### config.mk
export PLATFORM = sky130hd
export DESIGN_NAME = mbus_cycle_seq
export DESIGN_NICKNAME = d
export VERILOG_FILES = /design/src/rtl/mbus_pkg.sv /design/src/rtl/mbus_cyc_decode.sv /design/src/rtl/mbus_tstate_fsm.sv /design/src/rtl/mbus_pin_drive.sv /design/src/rtl/mbus_cycle_seq.sv
export SDC_FILE = /design/constraint.sdc
export NUM_CORES = 1
export LEC_CHECK = 0
export BUFFER_PORTS_ARGS = -buffer_cell sky130_fd_sc_hd__clkbuf_2
export CORE_UTILIZATION = 43
export CTS_BUF_LIST = sky130_fd_sc_hd__clkbuf_8 sky130_fd_sc_hd__clkbuf_16
export DETAILED_ROUTE_END_ITERATION = 12
export PLACE_DENSITY = 0.75
export SYNTH_ARGS = -nofsm -noshare
export SYNTH_HDL_FRONTEND = slang
export SYNTH_SLANG_ARGS = --single-unit
### constraint.sdc
create_clock -name clk -period 1.4 [get_ports clk]
set_input_delay 0.14 -clock clk [delete_from_list [all_inputs] [get_ports clk]]
set_output_delay 0.14 -clock clk [all_outputs]
set_load 0.02 [all_outputs]
### src/rtl/mbus_pkg.sv
package mbus_pkg;

   typedef enum logic [2:0] {
      CYC_FETCH = 3'd0,
      CYC_MRD   = 3'd1,
      CYC_MWR   = 3'd2,
      CYC_IORD  = 3'd3,
      CYC_IOWR  = 3'd4
   } cyc_e;

   typedef enum logic [2:0] {
      TS_IDLE,
      TS_T1,
      TS_T2,
      TS_TW,
      TS_T3,
      TS_T4
   } tstate_e;

   typedef struct packed {
      logic       valid;
      logic       is_read;
      logic       is_write;
      logic       io_sel;
      logic [1:0] status;
      logic       has_t4;
   } cyc_attr_t;

endpackage

### src/rtl/mbus_cyc_decode.sv
module mbus_cyc_decode
   import mbus_pkg::*;
(
   input  logic [2:0] code,
   output cyc_attr_t  attr
);

   always_comb begin
      attr = '0;
      case (code)
         CYC_FETCH: attr = '{valid: 1'b1, is_read: 1'b1, is_write: 1'b0, io_sel: 1'b0, status: 2'b11, has_t4: 1'b1};
         CYC_MRD:   attr = '{valid: 1'b1, is_read: 1'b1, is_write: 1'b0, io_sel: 1'b0, status: 2'b10, has_t4: 1'b0};
         CYC_MWR:   attr = '{valid: 1'b1, is_read: 1'b0, is_write: 1'b1, io_sel: 1'b0, status: 2'b01, has_t4: 1'b0};
         CYC_IORD:  attr = '{valid: 1'b1, is_read: 1'b1, is_write: 1'b0, io_sel: 1'b1, status: 2'b10, has_t4: 1'b0};
         CYC_IOWR:  attr = '{valid: 1'b1, is_read: 1'b0, is_write: 1'b1, io_sel: 1'b1, status: 2'b01, has_t4: 1'b0};
         default:   attr = '0;
      endcase
   end

endmodule

### src/rtl/mbus_tstate_fsm.sv
module mbus_tstate_fsm
   import mbus_pkg::*;
#(
   parameter bit WAIT_EN = 1'b1
)(
   input  logic    clk,
   input  logic    rst_n,
   input  logic    start,
   input  logic    has_t4,
   input  logic    ready,
   output tstate_e state,
   output logic    cap_en,
   output logic    done
);

   logic    rdy_eff;
   tstate_e nxt;

   generate
      if (WAIT_EN) begin : g_wait
         assign rdy_eff = ready;
      end else begin : g_nowait
         assign rdy_eff = 1'b1;
      end
   endgenerate

   always_comb begin
      nxt = state;
      case (state)
         TS_IDLE: if (start) nxt = TS_T1;
         TS_T1:   nxt = TS_T2;
         TS_T2:   nxt = rdy_eff ? TS_T3 : TS_TW;
         TS_TW:   nxt = rdy_eff ? TS_T3 : TS_TW;
         TS_T3:   nxt = has_t4 ? TS_T4 : TS_IDLE;
         TS_T4:   nxt = TS_IDLE;
         default: nxt = TS_IDLE;
      endcase
   end

   assign cap_en = (state == TS_T3);

   always_ff @(posedge clk) begin
      if (!rst_n) begin
         state <= TS_IDLE;
         done  <= 1'b0;
      end else begin
         state <= nxt;
         done  <= cap_en;
      end
   end


   wait_ins_chk: assert property (@(posedge clk) disable iff (!rst_n)
      ((state == TS_T2 || state == TS_TW) && !rdy_eff) |=> state == TS_TW);


   done_pulse_chk: assert property (@(posedge clk) disable iff (!rst_n)
      done |=> !done);


   fetch_t4_chk: assert property (@(posedge clk) disable iff (!rst_n)
      (state == TS_T3 && has_t4) |=> state == TS_T4);

endmodule

### src/rtl/mbus_pin_drive.sv
module mbus_pin_drive
   import mbus_pkg::*;
#(
   parameter int ADDR_W = 16,
   parameter int DATA_W = 8
)(
   input  logic                     clk,
   input  logic                     rst_n,
   input  tstate_e                  state,
   input  cyc_attr_t                attr,
   input  logic [ADDR_W-1:0]        addr,
   input  logic [DATA_W-1:0]        wdata,
   input  logic                     cap_en,
   input  logic [DATA_W-1:0]        ad_in,
   output logic                     ale,
   output logic                     rd_n,
   output logic                     wr_n,
   output logic                     io_m,
   output logic [1:0]               status,
   output logic [ADDR_W-DATA_W-1:0] addr_hi,
   output logic                     addr_hi_oe,
   output logic [DATA_W-1:0]        ad_out,
   output logic                     ad_oe,
   output logic [DATA_W-1:0]        rdata
);

   logic active, strobe_ph;

   assign active     = (state != TS_IDLE);
   assign strobe_ph  = (state == TS_T2) || (state == TS_TW) || (state == TS_T3);
   assign ale        = (state == TS_T1);
   assign status     = active ? attr.status : 2'b00;
   assign io_m       = active & attr.io_sel;
   assign rd_n       = ~(strobe_ph & attr.is_read);
   assign wr_n       = ~(strobe_ph & attr.is_write);
   assign addr_hi    = addr[ADDR_W-1:DATA_W];
   assign addr_hi_oe = ale | strobe_ph;
   assign ad_oe      = ale | (strobe_ph & attr.is_write);
   assign ad_out     = ale ? addr[DATA_W-1:0] : wdata;

   always_ff @(posedge clk) begin
      if (!rst_n)      rdata <= '0;
      else if (cap_en) rdata <= ad_in;
   end


   strobe_excl_chk: assert property (@(posedge clk) disable iff (!rst_n)
      !(!rd_n && !wr_n));


   bus_release_chk: assert property (@(posedge clk) disable iff (!rst_n)
      !rd_n |-> !ad_oe);


   wdata_hold_chk: assert property (@(posedge clk) disable iff (!rst_n)
      (!wr_n && $past(!wr_n)) |-> ($stable(ad_out) && ad_oe));

endmodule

### src/rtl/mbus_cycle_seq.sv
module mbus_cycle_seq
   import mbus_pkg::*;
#(
   parameter int ADDR_W  = 16,
   parameter int DATA_W  = 8,
   parameter bit WAIT_EN = 1'b1
)(
   input  logic                     clk,
   input  logic                     rst_n,
   input  logic                     req_valid,
   input  logic [2:0]               req_code,
   input  logic [ADDR_W-1:0]        req_addr,
   input  logic [DATA_W-1:0]        req_wdata,
   input  logic                     ready,
   input  logic [DATA_W-1:0]        ad_in,
   output logic                     ale,
   output logic                     rd_n,
   output logic                     wr_n,
   output logic                     io_m,
   output logic                     s1,
   output logic                     s0,
   output logic [ADDR_W-DATA_W-1:0] addr_hi,
   output logic                     addr_hi_oe,
   output logic [DATA_W-1:0]        ad_out,
   output logic                     ad_oe,
   output logic [DATA_W-1:0]        rdata,
   output logic                     done
);

   generate
      if (ADDR_W <= DATA_W) begin : g_bad_width
         $error("ADDR_W must exceed DATA_W");
      end
      if (DATA_W < 1) begin : g_bad_data
         $error("DATA_W must be positive");
      end
   endgenerate

   cyc_attr_t         dec_attr, cur_attr;
   tstate_e           state;
   logic              start, cap_en;
   logic [ADDR_W-1:0] cur_addr;
   logic [DATA_W-1:0] cur_wdata;
   logic [1:0]        status;

   mbus_cyc_decode u_dec (
      .code (req_code),
      .attr (dec_attr)
   );

   assign start = req_valid && dec_attr.valid && (state == TS_IDLE);

   always_ff @(posedge clk) begin
      if (!rst_n) begin
         cur_attr  <= '0;
         cur_addr  <= '0;
         cur_wdata <= '0;
      end else if (start) begin
         cur_attr  <= dec_attr;
         cur_addr  <= req_addr;
         cur_wdata <= req_wdata;
      end
   end

   mbus_tstate_fsm #(.WAIT_EN(WAIT_EN)) u_fsm (
      .clk    (clk),
      .rst_n  (rst_n),
      .start  (start),
      .has_t4 (cur_attr.has_t4),
      .ready  (ready),
      .state  (state),
      .cap_en (cap_en),
      .done   (done)
   );

   mbus_pin_drive #(.ADDR_W(ADDR_W), .DATA_W(DATA_W)) u_pins (
      .clk        (clk),
      .rst_n      (rst_n),
      .state      (state),
      .attr       (cur_attr),
      .addr       (cur_addr),
      .wdata      (cur_wdata),
      .cap_en     (cap_en),
      .ad_in      (ad_in),
      .ale        (ale),
      .rd_n       (rd_n),
      .wr_n       (wr_n),
      .io_m       (io_m),
      .status     (status),
      .addr_hi    (addr_hi),
      .addr_hi_oe (addr_hi_oe),
      .ad_out     (ad_out),
      .ad_oe      (ad_oe),
      .rdata      (rdata)
   );

   assign s1 = status[1];
   assign s0 = status[0];


   ale_pulse_chk: assert property (@(posedge clk) disable iff (!rst_n)
      ale |=> !ale);


   ignore_busy_chk: assert property (@(posedge clk) disable iff (!rst_n)
      (state != TS_IDLE && state != TS_T3 && state != TS_T4) |=> !ale);


   status_idle_chk: assert property (@(posedge clk) disable iff (!rst_n)
      (state == TS_IDLE) |-> ({s1, s0} == 2'b00 && !io_m));

endmodule

### Word-level counts from Yosys, hierarchy flattened

Index checks and enable logic that the tools add are counted.

* bits in registers: 42
* input bits: 39

* eq/ne operators: 9
* muxes and demuxes: 7
* bitwise logic cells: 7
* reductions and logical operators: 8

Operators with widths (number)
* case mux 7 bit (5 select lines): 1
* == test 3 x 2 -> 1 bit, second input constant: 4
* case mux 3 bit (4 select lines): 1
* 2-to-1 mux 3 bit: 3
* 2-to-1 mux 8 bit: 1
* == test 3 x 1 -> 1 bit, second input constant: 2
* == test 3 bit, second input constant: 2
* logical NOT 3 bit: 2
* AND 1 bit: 3
* nonzero test 3 bit: 1
* logical AND 1 bit: 2
* logical OR 1 bit: 2
* 2-to-1 mux 2 bit: 1
* != test 2 bit, second input constant: 1
* inverter 1 bit: 2
* bitwise OR 1 bit: 2
* OR reduction 2 bit: 1

### Depth between registers and ports, before layout

Gate-level depths: netlist (run 1).

* depth in word-level cells: 6
* depth in mapped cells: 5
* gate-level depth less buffers: 3

### By module

A second synthesis (run 1) with hierarchy kept.

* cell total of the unflattened synthesis: 220
* area, all modules: 2078.2 µm²

By module, submodules not included
* mbus_cycle_seq: instances 1, cells each 134, area an instance 1238.7 µm²
* mbus_pin_drive: instances 1, cells each 57, area an instance 589.3 µm²
* mbus_tstate_fsm: instances 1, cells each 18, area an instance 188.9 µm²
* mbus_cyc_decode: instances 1, cells each 11, area an instance 61.3 µm²

### Worst setup path after synthesis (run 1)

No wires, ideal clock.

* path kind: reg2reg
* start: register u_fsm.state[0]
* end: register cur_addr[0]
* setup time: 0.072 ns
* arrival time: 1.466 ns
* data required time: 1.328 ns
* setup slack: -0.137 ns
* cell stages (with the launch flop): 6
* buffers on the path: 2
* cell sequence: dfxtp_1 or4b_4 nor2b_4 buf_6 buf_12 mux2i_1

* longest elaborated chain between the ends: 2

RTL lines
* start: declaration: line mbus_tstate_fsm.sv:11 `output tstate_e state,`
* start signal: assignment: line mbus_tstate_fsm.sv:47 `state <= nxt;`
* logical NOT 3 bit: line mbus_cycle_seq.sv:51 `assign start = req_valid && dec_attr.valid && (state == TS_IDLE);`
* logical AND 1 bit: line mbus_cycle_seq.sv:51
* end signal: assignment: line mbus_cycle_seq.sv:60 `cur_addr <= req_addr;`
* end: declaration: line mbus_cycle_seq.sv:42 `logic [ADDR_W-1:0] cur_addr;`

Every way passes these cells.
A chain may end at the register's enable or synchronous reset.

### Final worst setup path (run 1)

* start: register u_fsm.state[2]
* end: register cur_addr[15]

Same word-level chain as after synthesis.

==> results of run 1 <==
==> metrics by stage <==
step	instances	hold slack [ns]	utilization	power [uW]	setup TNS, ns
2_1_floorplan	200	0.251	-	1910	-2.71
3_3_place_gp	315	0.369	0.560	2150	-3.79
3_5_place_dp	315	0.375	0.560	2150	-3.76
4_1_cts	330	0.0564	0.651	3350	-11.03
5_1_grt	334	0.0672	0.679	3590	-13.96
6_report	334	0.0658	0.679	3430	-10.88
==> power groups by stage <==
stage                     combinational [uW]  clock, uW  sequential, uW
final                                   1120        980            1330
after detailed placement                 812          0            1340
after global routing                    1200       1050            1340
after CTS                               1020       1010            1320
after floorplan                          560          0            1350
after global placement                   809          0            1340
==> routing by layer <==
layer / share of wire / wire length (microns) / GRT usage
met5: 0 / 0 / 0
met3: 0.043 / 189 / 0.0383
met1: 0.45 / 1970 / 0.237
met4: 0.020 / 86 / 0.109
met2: 0.48 / 2100 / 0.313
==> worst max path at each step <==
stage / cells past startpoint / slack, ns / startpoint / endpoint
finish: 5 / -0.30 / u_fsm.state[2] / cur_addr[15]
global route: 5 / -0.37 / u_fsm.state[2] / cur_addr[15]
CTS: 4 / -0.32 / u_fsm.state[2] / ad_out[1]
detailed placement: 4 / -0.13 / u_fsm.state[0] / cur_addr[15]
global placement: 4 / -0.16 / u_fsm.state[2] / ad_out[0]
floorplan: 5 / -0.13 / u_fsm.state[0] / cur_addr[0]
==> flip-flops by register name, summed over array words and instances (netlist names) <==
register,flops
u_fsm.done,1
cur_addr,16
cur_wdata,8
cur_attr,5
u_pins.rdata,8
u_fsm.state,3
==> what timing repair did <==
item                                    in CTS  in global routing
pin swaps                                    7                  5
resized for setup                           49                 32
buffers inserted                             8                  6
gates cloned                                 1                  0
endpoints found under the setup margin      45                 52
==> critical path, cell delays in order, from the launching register on <==
cell	delay, ns
dfxtp_4	0.36
buf_6	0.12
or4b_4	0.52
nor2b_4	0.22
buf_12	0.20
mux2i_1	0.20
==> cells in the mapped netlist, types with 3 or more instances <==
library cell and count:
nor3b_1 3, clkbuf_1 7, mux2i_1 32, buf_4 8, nand2_1 51, nor2_1 10, nor2b_1 6, nor3_1 3
dfxtp_1 41, o21ai_0 5, mux2_2 8
==> cell type report <==
cell class	count	area (sq um)	share of cell area
clock buffer	6	82.6	0.0297
clock inverter	2	33.8	0.0122
inverter	2	7.51	0.00270
multi-input combinational	137	1040	0.373
sequential	41	827	0.298
tap	50	62.6	0.0225
timing repair buffer	96	727	0.262
==> cell usage in the layout, fill, tap and decap left out, types with 3 or more instances in the layout <==
cell / instances
buf_6: 17
dfxtp_1: 38
nor2b_1: 3
clkbuf_2: 56
mux2i_1: 32
clkbuf_8: 12
nand2_1: 51
buf_4: 8
buf_2: 3
inv_1: 3
nor2b_4: 4
nor2_1: 9
mux2_4: 5
buf_12: 3
mux2_2: 3
==> cell families (layout without fill, tap and decap cells) <==
family / after synthesis / count (layout) / share of synthesized area
AOI/OAI and AO/OA: 15 / 15 / 0.0556
xor gates and xnor gates: 1 / 1 / 0.00469
buffers and inverters: 22 / 106 / 0.0831
DFF: 41 / 41 / 0.439
muxes: 40 / 40 / 0.220
and+or+nand+nor: 81 / 81 / 0.198
==> summary.txt, run 1 <==
=================================================================================
Result of the run                                                    complete, but fails checks
Violations in the final reports                                      negative setup slack
Power density over cell area                                         1230 nW/um^2
Max clock buf depth                                                             2
Final setup violating endpoints                                                45
Initial antenna violation count                                                 0
Critical path capture point type                                        flip-flop
Number of H-tree levels                                                         2
Number of global-route vias before repair                                    1498
Ratio of cells with drive above 1 in the final layout                       0.465
Switching power as a share of total power                                   0.290
Register-to-register setup slack                                         -0.30 ns
Peak supply drop                                                       0.000827 V
Part of the power in combinational logic                                    0.327
Origin of the worst min-delay path                                   req_addr[13]
Ranking of synthesized cells by area                                 dfxtp_1, mux2i_1, nand2_1
Sink count of the clock tree                                                   41
Number of max-cap violations                                                    0
Number of cells on the worst hold path                                          3
Total wirelength of the detailed-routed design                            4.35 mm
Register clock-pin slew on the reported worst setup and hold paths        0.08 ns
Syn_nets                                                                      239
Synthesis-to-layout area growth                                             48.6%
Total of fill cells in the finished design                                    340
Leakage power total                                                    0.00126 uW
Number of vias per cell                                                      4.91
Routed wire per std cell                                             13.0 microns
Highest achievable clock rate                                             588 MHz
Post-Layout Inst Area                                                  2780 sq um
Net count reported at finish                                                  322
Worst slew margin relative to its limit                                     0.716
Post-layout min period                                                    1.70 ns
Sequential cell area fraction in the yosys report                           0.439
DR vias                                                                      1639
Dpl cell area                                                          2290 sq um
Total track usage                                                           0.193
Worst r2r dst                                                        cur_addr[15]
Signal arrival time at the worst endpoint                                 1.92 ns
Relative contribution of sequential cells to total power                    0.387
Prevailing post-synth register cell                                       dfxtp_1
Total number of placement rows                                                 23
Largest area contributor in the synthesized netlist                       dfxtp_1
Number of flip-flops and latches in the synthesized netlist                    41
Antenna Violating Nets Remaining                                                0
Hold Violations, Final                                                          0
Total internal power                                                      2430 uW
DP Wirelength                                                             2.73 mm
Avg Synthesized Cell Area                                              9.34 sq um
Type of the tightest min-delay check                                    in -> reg
PnR worst setup slack                                                   -0.301 ns
Number of buffers added by the clock tree synthesis step                        5
Critical path peak fanout                                                      18
TritonRoute pass-1 iters                                                        4
Initial core utilization                                                    0.457
Startpoint of the worst-slack reg-to-reg timing path                 u_fsm.state[2]
Number of inserted diodes                                                       0
Routability congestion estimate from global placement                       0.812
Cell area after technology mapping                                     1870 sq um
Yosys Warn Count                                                                0
Total Die Area                                                         4610 sq um
Yosys cell types                                                               28
Critical Path Start Type                                                flip-flop
Final worst clock skew                                                 0.00287 ns
Residual DRC count                                                              0
Number of enable-type register cells in the synthesized netlist                 0
Clock latency on the worst-skew pair                                      0.29 ns
Root cell of the clock tree                                              clkbuf_8
Total congestion overflow                                                       0
Fin crit share                                                               1.21
R2R cell count                                                                  5
Unrepaired setup endpoints after global routing                              true
WHS Endpoint                                                         cur_addr[13]
Type of the setup path with the least slack                            reg -> reg
Violation count after the first detailed-routing iteration                     84
Switching power                                                            995 uW
Pins Over Slew Limit                                                            0
Clock group share of total power                                            0.286
Area of the core                                                       4090 sq um
Die width                                                            67.9 microns
Gate count of the mapped netlist                                              200
Die height                                                           67.9 microns
Required time of the worst setup path                                     1.62 ns
Transition at the pin with the smallest max-transition slack             0.415 ns
Clock tree from TritonCTS                                                     yes
Fraction of synthesis flops using an asynchronous set or reset pin              0
Maximum number of pins on one net before global-route repair                   55
Wire length of the first global-routing pass                              6.51 mm
Post-Place Setup Slack                                                  -0.134 ns
Proportion of netlist area held by the largest area contributor             0.439
Number of ports placed on the die boundary                                     72
Number of buffers added on ports                                               71
Number of buffers inserted by hold repair at cts                                0
=================================================================================
No activity file was read; power rests on OpenSTA's default activity.
==> run 2, diff against run 1 <==
--- a/config.mk
+++ b/config.mk
@@ -10,6 +10,7 @@
 export CTS_BUF_LIST = sky130_fd_sc_hd__clkbuf_8 sky130_fd_sc_hd__clkbuf_16
 export DETAILED_ROUTE_END_ITERATION = 12
 export PLACE_DENSITY = 0.75
+export SKIP_LAST_GASP = 1
 export SYNTH_ARGS = -nofsm -noshare
 export SYNTH_HDL_FRONTEND = slang
 export SYNTH_SLANG_ARGS = --single-unit
==> summary.txt, run 2 (synthesis results as in run 1) <==
=================================================================================
Clock tree from TritonCTS                                                     yes
Power density over cell area                                         1240 nW/um^2
Initial core utilization                                                    0.457
Clock latency on the worst-skew pair                                      0.29 ns
Number of vias per cell                                                      4.89
Dpl cell area                                                          2290 sq um
Total Die Area                                                         4610 sq um
Number of buffers added on ports                                               71
Number of buffers inserted by hold repair at cts                                0
Number of max-cap violations                                                    0
Routed wire per std cell                                             12.9 microns
Part of the power in combinational logic                                    0.326
Number of buffers added by the clock tree synthesis step                        5
Post-layout min period                                                    1.70 ns
Sequential cell area in the final layout                                827 sq um
Post-layout instance count excluding filler cells                             334
Sink count of the clock tree                                                   41
Critical path capture point type                                        flip-flop
Antenna Violating Nets Remaining                                                0
Number of instances in the placed design                                      315
Residual DRC count                                                              0
Signal arrival time at the worst endpoint                                 1.92 ns
Worst slew margin relative to its limit                                     0.715
Total congestion overflow                                                       0
Maximum number of pins on one net before global-route repair                   55
Largest registers                                                    cur_addr (16), cur_wdata (8), u_pins.rdata (8)
DP Wirelength                                                             2.73 mm
Hold Violations, Final                                                          0
Area of the core                                                       4090 sq um
Smallest hold slack                                                     0.0660 ns
Routability congestion estimate from global placement                       0.812
Largest Register                                                         cur_addr
TritonRoute pass-1 iters                                                        5
Leakage power total                                                    0.00126 uW
Final setup violating endpoints                                                45
Total number of placement rows                                                 23
Required time of the worst setup path                                     1.62 ns
Post-Layout Inst Area                                                  2770 sq um
Most common cell after layout, fill and taps aside                       clkbuf_2
Pins Over Slew Limit                                                            0
Most frequent cells in the layout                                    clkbuf_2, nand2_1, dfxtp_1, mux2i_1, buf_6
Critical path peak fanout                                                      18
Peak supply drop                                                       0.000826 V
Switching power                                                            992 uW
Critical Path Start Type                                                flip-flop
Violations in the final reports                                      negative setup slack
Final worst clock skew                                                 0.00222 ns
Result of the run                                                    complete, but fails checks
Total track usage                                                           0.193
Origin of the worst min-delay path                                    req_addr[1]
Initial antenna violation count                                                 0
Startpoint of the worst-slack reg-to-reg timing path                 u_fsm.state[2]
Area occupied by multi-input gates                                     1030 sq um
Number of ports placed on the die boundary                                     72
Type of the tightest min-delay check                                    in -> reg
Total internal power                                                      2430 uW
Number of global-route vias before repair                                    1498
Register clock-pin slew on the reported worst setup and hold paths        0.08 ns
Switching power as a share of total power                                   0.290
Max clock buf depth                                                             2
Die height                                                           67.9 microns
Highest achievable clock rate                                             589 MHz
Transition at the pin with the smallest max-transition slack             0.417 ns
Net count reported at finish                                                  322
Relative contribution of sequential cells to total power                    0.388
Violation count after the first detailed-routing iteration                     87
Launch point of the worst path                                       u_fsm.state[2]
Unrepaired setup endpoints after global routing                              true
Type of the setup path with the least slack                            reg -> reg
Total of fill cells in the finished design                                    342
Root cell of the clock tree                                              clkbuf_8
Number of inserted diodes                                                       0
Synthesis-to-layout area growth                                             48.0%
Total wirelength of the detailed-routed design                            4.31 mm
DR vias                                                                      1633
Post-route setup TNS                                                    -10.78 ns
Wire length of the first global-routing pass                              6.51 mm
Flip-flop count of the largest register after layout                           16
Fin crit share                                                               1.21
PnR worst setup slack                                                   -0.299 ns
Ratio of cells with drive above 1 in the final layout                       0.461
Clock group share of total power                                            0.287
Die width                                                            67.9 microns
Number of H-tree levels                                                         2
=================================================================================
## run 2: per-stage QoR
stage / setup WS [ns] / total power [uW] / util
global placement: -0.163 / 2150 / 0.560
finish: -0.299 / 3420 / 0.677
CTS: -0.318 / 3340 / 0.648
detailed placement: -0.134 / 2150 / 0.560
floorplan: -0.128 / 1910 / -
global route: -0.369 / 3580 / 0.677
## run 2: area by class of cell
class | instances | share of cell area
flip-flops and latches | 41 | 0.299
clock buffers | 6 | 0.0299
well taps | 50 | 0.0226
multi-input cells | 137 | 0.373
repair buffers | 96 | 0.260
clock inverters | 2 | 0.0122
inverters | 2 | 0.00271
## run 2: worst paths after layout
check                               endpoint  slack, ns  cells past startpoint
worst min register to register  cur_addr[11]       0.46                      2
worst min-delay path             cur_addr[1]       0.07                      3
worst max register to register  cur_addr[15]      -0.30                      5
worst max-delay path            cur_addr[15]      -0.30                      5
## run 2: worst max-delay path, stage by stage, from the launching register on
cell,delay (ns)
dfxtp_4,0.36
buf_6,0.12
or4b_4,0.52
nor2b_4,0.21
buf_12,0.20
mux2i_1,0.20
## run 2: power by group through the flow
stage | combinational (uW) | sequential, uW | clock, uW
2_1_floorplan | 560 | 1350 | 0
3_3_place_gp | 809 | 1340 | 0
3_5_place_dp | 812 | 1340 | 0
4_1_cts | 1010 | 1320 | 1010
5_1_grt | 1190 | 1340 | 1050
6_report | 1110 | 1330 | 980
## run 2: timing repair
item	CTS	global route
pin swaps	7	5
buffers inserted	8	6
hold endpoints to repair	0	0
resized for setup	46	33
endpoints found under the setup margin	45	52
gates cloned	1	0
## run 2: layer usage
metal	part of all wire	global-route usage	vias up
met3	0.040	0.0383	5
li1	-	-	833
met5	0	0	-
met1	0.46	0.237	753
met4	0.018	0.109	0
met2	0.49	0.313	42
